$ cat src/rtl/lrs_arb_pkg.sv
package lrs_arb_pkg;

  // Flat index of pair (i,j), i<j, inside the triangular store for n inputs.
  function automatic int pair_idx(input int i, input int j, input int n);
    return i * n - (i * (i + 1)) / 2 + (j - i - 1);
  endfunction

  function automatic int pair_count(input int n);
    return (n * (n - 1)) / 2;
  endfunction

endpackage

$ cat src/rtl/lrs_prec_store.sv
module lrs_prec_store
  import lrs_arb_pkg::*;
#(
  parameter int N = 4
) (
  input  logic           clk,
  input  logic           rst_n,
  input  logic           commit_i,
  input  logic [N-1:0]   win_i,
  output logic [N*N-1:0] beats_o   // bit a*N+b : a has precedence over b
);

  localparam int NP = pair_count(N);

  logic [NP-1:0] pair_q;
  logic          do_upd;

  assign do_upd = commit_i & (|win_i);

  for (genvar i = 0; i < N; i++) begin : g_row
    for (genvar j = 0; j < N; j++) begin : g_col
      if (i < j) begin : g_upper
        localparam int IDX = pair_idx(i, j, N);
        logic bit_q;
        always_ff @(posedge clk or negedge rst_n) begin
          if (!rst_n) begin
            bit_q <= 1'b1;
          end else if (do_upd) begin
            if (win_i[i])      bit_q <= 1'b0;
            else if (win_i[j]) bit_q <= 1'b1;
          end
        end
        assign pair_q[IDX]     = bit_q;
        assign beats_o[i*N+j]  = bit_q;

        // a served lower index falls below the higher one
        assert_row_clear_R6: assert property (@(posedge clk) disable iff (!rst_n)
          (commit_i && win_i[i]) |=> !bit_q);
        // a served higher index falls below the lower one
        assert_col_set_R6: assert property (@(posedge clk) disable iff (!rst_n)
          (commit_i && win_i[j]) |=> bit_q);
      end else if (i > j) begin : g_lower
        localparam int IDX = pair_idx(j, i, N);
        assign beats_o[i*N+j] = ~pair_q[IDX];
      end else begin : g_diag
        assign beats_o[i*N+j] = 1'b0;
      end
    end
  end

  // no committed grant leaves the order alone
  assert_hold_state_R7: assert property (@(posedge clk) disable iff (!rst_n)
    (!commit_i || win_i == '0) |=> $stable(pair_q));

endmodule

$ cat src/rtl/lrs_grant_pick.sv
module lrs_grant_pick #(
  parameter int N = 4
) (
  input  logic [N-1:0]   req_i,
  input  logic [N*N-1:0] beats_i,
  output logic [N-1:0]   gnt_o
);

  for (genvar i = 0; i < N; i++) begin : g_cand
    logic [N-1:0] over_me;   // requestors that beat candidate i
    for (genvar j = 0; j < N; j++) begin : g_rival
      assign over_me[j] = req_i[j] & beats_i[j*N+i];
    end
    assign gnt_o[i] = req_i[i] & ~(|over_me);
  end

endmodule

$ cat src/rtl/lrs_matrix_arbiter.sv
module lrs_matrix_arbiter #(
  parameter int N = 4
) (
  input  logic         clk,
  input  logic         rst_n,
  input  logic [N-1:0] req_i,
  input  logic         upd_en_i,
  output logic [N-1:0] gnt_o
);

  localparam int WCW = $clog2(N) + 1;

  logic [N*N-1:0] beats;

  lrs_prec_store #(.N(N)) u_store (
    .clk      (clk),
    .rst_n    (rst_n),
    .commit_i (upd_en_i),
    .win_i    (gnt_o),
    .beats_o  (beats)
  );

  lrs_grant_pick #(.N(N)) u_pick (
    .req_i   (req_i),
    .beats_i (beats),
    .gnt_o   (gnt_o)
  );


  assert_gnt_onehot_R2: assert property (@(posedge clk) disable iff (!rst_n)
    $onehot0(gnt_o));

  assert_gnt_subset_R3: assert property (@(posedge clk) disable iff (!rst_n)
    (gnt_o & ~req_i) == '0);

  assert_req_served_R4: assert property (@(posedge clk) disable iff (!rst_n)
    (|req_i) |-> ($countones(gnt_o) == 1));

  // count committed grants to others while an input keeps requesting
  for (genvar k = 0; k < N; k++) begin : g_wait
    logic [WCW-1:0] wait_q;
    always_ff @(posedge clk or negedge rst_n) begin
      if (!rst_n)                         wait_q <= '0;
      else if (!req_i[k] || gnt_o[k])     wait_q <= '0;
      else if (upd_en_i && (|gnt_o))      wait_q <= wait_q + 1'b1;
    end
    assert_wait_bound_R9: assert property (@(posedge clk) disable iff (!rst_n)
      wait_q <= WCW'(N - 1));
  end

endmodule

$ cat config.mk
export PLATFORM = sky130hd
export DESIGN_NAME = lrs_matrix_arbiter
export DESIGN_NICKNAME = d
export VERILOG_FILES = /design/src/rtl/lrs_arb_pkg.sv /design/src/rtl/lrs_prec_store.sv /design/src/rtl/lrs_grant_pick.sv /design/src/rtl/lrs_matrix_arbiter.sv
export SDC_FILE = /design/constraint.sdc
export NUM_CORES = 1
export LEC_CHECK = 0
export ABC_AREA = 0
export BUFFER_PORTS_ARGS = -buffer_cell sky130_fd_sc_hd__buf_2
export CAP_MARGIN = 0
export CORE_AREA = 2 2 39 41
export DETAILED_ROUTE_END_ITERATION = 10
export DIE_AREA = 0 0 41 43
export GPL_TIMING_DRIVEN = 0
export HOLD_SLACK_MARGIN = 0.06
export SLEW_MARGIN = 20
export SYNTH_ARGS = -nofsm -noshare
export SYNTH_HDL_FRONTEND = slang
export SYNTH_SLANG_ARGS = --single-unit
$ cat constraint.sdc
create_clock -name clk -period 1.3 [get_ports clk]
set_input_delay 0.065 -clock clk [delete_from_list [all_inputs] [get_ports clk]]
set_output_delay 0.065 -clock clk [all_outputs]
set_load 0.02 [all_outputs]
# After elaboration in Yosys (flattened, before gate mapping)
# Cells that the tools add are included.
[word_totals]
elab_cells = 59
input_bits = 7
output_inout_bits = 4
regBits = 6
[classes]
mux = 9
n_reduce_logical = 17
n_bitwise = 27
[op_table]
columns = ["op", "n"]
rows = [
  ["bitwise AND 1 bit", 17],
  ["AND reduction 2 bit", 6],
  ["nonzero test 2 bit", 6],
  ["OR reduction 3 bit", 4],
  ["inverter 1 bit", 10],
  ["two-way mux 1 bit", 9],
  ["OR reduction 4 bit", 1],
]

# Longest topological paths before layout
[logic_depth]
word_depth = 8
ltp_mapped = 3
mapped_depth_nobuf = 3

# Hierarchy
# Synthesis repeated with hierarchy kept, for this count alone.
[unflattened]
cells_unflattened = 48
area_unflattened_um2 = 415.4
[modules_own_cells]
columns = ["mod", "cells_per_inst", "n_inst", "area_per_inst_um2"]
rows = [
  ["lrs_prec_store", 36, 1, 330.3],
  ["lrs_grant_pick", 12, 1, 85.1],
]

# Worst setup path before layout
# No wires, ideal clock.
[synth_path]
path_type = "register -> output"
start = "reg u_store.g_row[1].g_col[3].g_upper.bit_q"
end = "out gnt_o[1]"
t_arrival_ps = 1028
t_required_ps = 1235
stages_incl_launch_ff = 4
n_path_buf = 0
setup_slack_ps = 207
path_cell_list = "dfstp_2 -> nand2b_1 -> and3_4 -> and2_1"
[synth_via]
elab_chain_len = 5
[synth_rtl]
columns = ["item", "line", "rtl"]
rows = [
  ["start, declared", "lrs_prec_store.sv:24", "logic bit_q;"],
  ["start signal, assigned", "lrs_prec_store.sv:27", "bit_q <= 1'b1;"],
  ["start signal, assigned", "lrs_prec_store.sv:29", "if (win_i[i]) bit_q <= 1'b0;"],
  ["start signal, assigned", "lrs_prec_store.sv:30", "else if (win_i[j]) bit_q <= 1'b1;"],
  ["inverter 1 bit", "lrs_prec_store.sv:44", "assign beats_o[i*N+j] = ~pair_q[IDX];"],
  ["bitwise AND 1 bit", "lrs_grant_pick.sv:12", "assign over_me[j] = req_i[j] & beats_i[j*N+i];"],
  ["OR reduction 3 bit", "lrs_grant_pick.sv:14", "assign gnt_o[i] = req_i[i] & ~(|over_me);"],
  ["inverter 1 bit", "lrs_grant_pick.sv:14", ""],
  ["bitwise AND 1 bit", "lrs_grant_pick.sv:14", ""],
  ["end, declared", "lrs_matrix_arbiter.sv:8", "output logic [N-1:0] gnt_o"],
]
# Every way passes these cells.

# Worst setup path in the final report
[layout_path]
start = "reg u_store.g_row[2].g_col[3].g_upper.bit_q"
end = "out gnt_o[2]"
[layout_via]
elab_chain_len = 5
[layout_rtl]
columns = ["item", "line"]
rows = [
  ["start, declared", "lrs_prec_store.sv:24"],
  ["start signal, assigned", "lrs_prec_store.sv:27"],
  ["start signal, assigned", "lrs_prec_store.sv:29"],
  ["start signal, assigned", "lrs_prec_store.sv:30"],
  ["inverter 1 bit", "lrs_prec_store.sv:44"],
  ["bitwise AND 1 bit", "lrs_grant_pick.sv:12"],
  ["OR reduction 3 bit", "lrs_grant_pick.sv:14"],
  ["inverter 1 bit", "lrs_grant_pick.sv:14"],
  ["bitwise AND 1 bit", "lrs_grant_pick.sv:14"],
]
# Every way passes these cells.

==> results.yml <==
place:
  place_congestion: 0.714
  dpl_cell_area_um2: 429
  hpwl_um: 646
  io_buffers: 10
  pre_cts_ws_ps: 127
yosys:
  synthCells: 37
  ys_seq_area_frac: 0.439
  synth_top_area_frac: 0.439
  ys_warn_count: 0
  synth_area_leaders: "dfstp_2 (44%), a41oi_1 (15%), nand2b_1 (8.7%)"
  syn-mean-instance-area_um2: 9.71
  synth_nets: 44
  synth_cell_types: 13
  synth-seq-cells: 6
  syn_area_um2: 359
  yosys.area.top_type: "dfstp_2"
timing:
  setup_viol: 3
  max_slew_margin: 0.823
  layout_min_cycle_time_ps: 1370
  fin_crit_sh: 1.06
  hold_viol_final: 0
  skew_ps: 0.105
  worst_slew_pin_slew_ps: 265
  fmax_ghz: 0.728
  fin_setup_tns_ps: -141
  final_max_slew_viol_count: 0
  worst_slack_ps: -74.5
  rsz0062_at_grt: "true"
route:
  wirelength_um: 970
  drcViolationCount: 0
  vias: 399
  dr.pass1.iters: 4
  via_per_inst: 5.25
  drt_iter0_markers: 8
  antenna_left: 0
  routedWlPerCell_um: 12.8
power:
  internal_power_uw: 856
  powerDensity_nw_per_um2: 2140
  p_seq_frac: 0.331
  switching_share: 0.321
  ir_drop_mv: 0.748
  pwr-share-clk: 0.137
  combPwrFrac: 0.532
  leakagePower_nw: 0.268
  netSwitchingPower_uw: 404
floorplanning:
  die_area_um2: 1760
  rows: 14
  initial_core_util: 0.259
  core_um2: 1380
  die_h_um: 43
  die_x_um: 41
  ios: 11
layout:
  drive_gt1_frac: 0.633
  reg_top3: "u_store.g_row.g_col.g_upper.bit_q (6)"
  area_growth_pct: 64.1
  regMostFlops: "u_store.g_row.g_col.g_upper.bit_q"
  insertedDiodeCount: 0
  final_util: 0.426
  fin_area_um2: 589
  largest_reg_flops: 6
  design.final.nets: 69
global_routing:
  grt_pass1_wl_um: 1520
  grt_overflow: 0
  grt_usage: 0.131
  grt_max_degree: 11
  antenna_found_initial: 0
  grt_pass1_vias: 381
worst_setup_path:
  cp.arrival_ps: 1310
  critPathKind: "flop to primary output"
  crit_fanout: 3
  crit_required_ps: 1240
  critPathLaunchType: "flop"
  crit_path_end_kind: "primary output"
cts:
  clockBufferDepth: 2
  cts-root-buf: "clkbuf_4"
  cts_made_buffers: 3
  cts_max_level: 1
  clkSlewWorstSetupHoldPaths_ps: 50
  tritoncts: "yes"
  cts_sinks: 6
  clk-insertion-delay-late_ps: 240
outcome:
  violations: "negative setup slack"
  outcome: "complete, but fails checks"
job:
  cap_violations: 0
min_path:
  hp-class: "primary input to flop"
-- through the flow --
stage                     hold slack, ps  cells  power, mW
final                                135     76       1.26
after global routing                 136     76       1.34
after CTS                            123     75       1.22
after detailed placement            94.7     63      0.817
after global placement               102     63      0.811
after floorplan                    -82.8     37      0.703
-- path summary, 6_finish.rpt --
path	from	end	slack [ps]	cells after the start
max	u_store.g_row[2].g_col[3].g_upper.bit_q	gnt_o[2]	-70	4
min	req_i[2]	u_store.g_row[2].g_col[3].g_upper.bit_q	130	2
max reg2reg	u_store.g_row[0].g_col[3].g_upper.bit_q	u_store.g_row[0].g_col[2].g_upper.bit_q	80	5
min reg2reg	u_store.g_row[0].g_col[1].g_upper.bit_q	u_store.g_row[1].g_col[3].g_upper.bit_q	580	2
max in group asynchronous	rst_n	u_store.g_row[0].g_col[2].g_upper.bit_q	900	2
min in group asynchronous	rst_n	u_store.g_row[1].g_col[3].g_upper.bit_q	380	2
-- synthesized netlist by cell type --
cell type	instances
and2_1	2
a41oi_1	6
o2111a_2	1
buf_2	1
nand2_1	5
dfstp_2	6
a21oi_1	3
a31oi_1	3
inv_1	1
and3_4	1
nand2b_1	5
and3_1	2
a22oi_1	1
-- area by class of cell --
class                      count  area (µm²)
buffer                         1        5.00
clock buffer                   3        22.5
fill                         137         795
inverter                       1        3.75
multi-input combinational     29         228
sequential                     6         158
tap                           16        20.0
timing repair buffer          20         153
-- worst max-delay path: stages (launching register included) --
cell and delay [ps]:
dfstp_2 540, nand2b_4 120, and2_4 130, and3_4 170, buf_6 110
-- cells in the final DEF (no fill, tap or decap) --
cell	n
a21oi_1	3
a22oi_1	1
a31oi_1	3
a41oi_1	6
and2_4	2
and3_1	1
and3_4	2
buf_2	7
buf_4	9
buf_6	4
clkbuf_4	3
dfstp_2	6
dlygate4sd3_1	1
inv_1	1
nand2_1	4
nand2_2	1
nand2b_1	2
nand2b_4	3
o2111a_2	1
-- power by group through the flow --
stage | Clock (mW) | Combinational (mW) | Sequential (mW)
finish | 0.173 | 0.671 | 0.417
global route | 0.188 | 0.720 | 0.432
CTS | 0.174 | 0.635 | 0.415
detailed placement | 0 | 0.391 | 0.426
global placement | 0 | 0.389 | 0.422
floorplan | 0 | 0.298 | 0.405
-- per-layer routing --
| layer | global-route usage | share of wire |
|---|---|---|
| met1 | 0.173 | 0.44 |
| met5 | 0 | 0 |
| met2 | 0.175 | 0.49 |
| met3 | 0.0471 | 0.043 |
| met4 | 0.0800 | 0.020 |
-- timing repair --
| item | in CTS | in global routing |
|---|---|---|
| setup endpoints to repair | 3 | 4 |
| pin swaps | 2 | 1 |
| hold buffers | 1 | 0 |
| hold endpoints to repair | 6 | 0 |
| buffers inserted | 8 | 1 |
| resized for setup | 12 | 3 |
-- cell families (layout without fill, tap and decap cells) --
family                 count (synthesis)  count (layout)  synth area share
and+or+nand+nor                       15              15             0.240
buffers and inverters                  2              25            0.0244
AOI/OAI and AO/OA                     14              14             0.296
DFF                                    6               6             0.439
(Power assumes the default switching activity.)
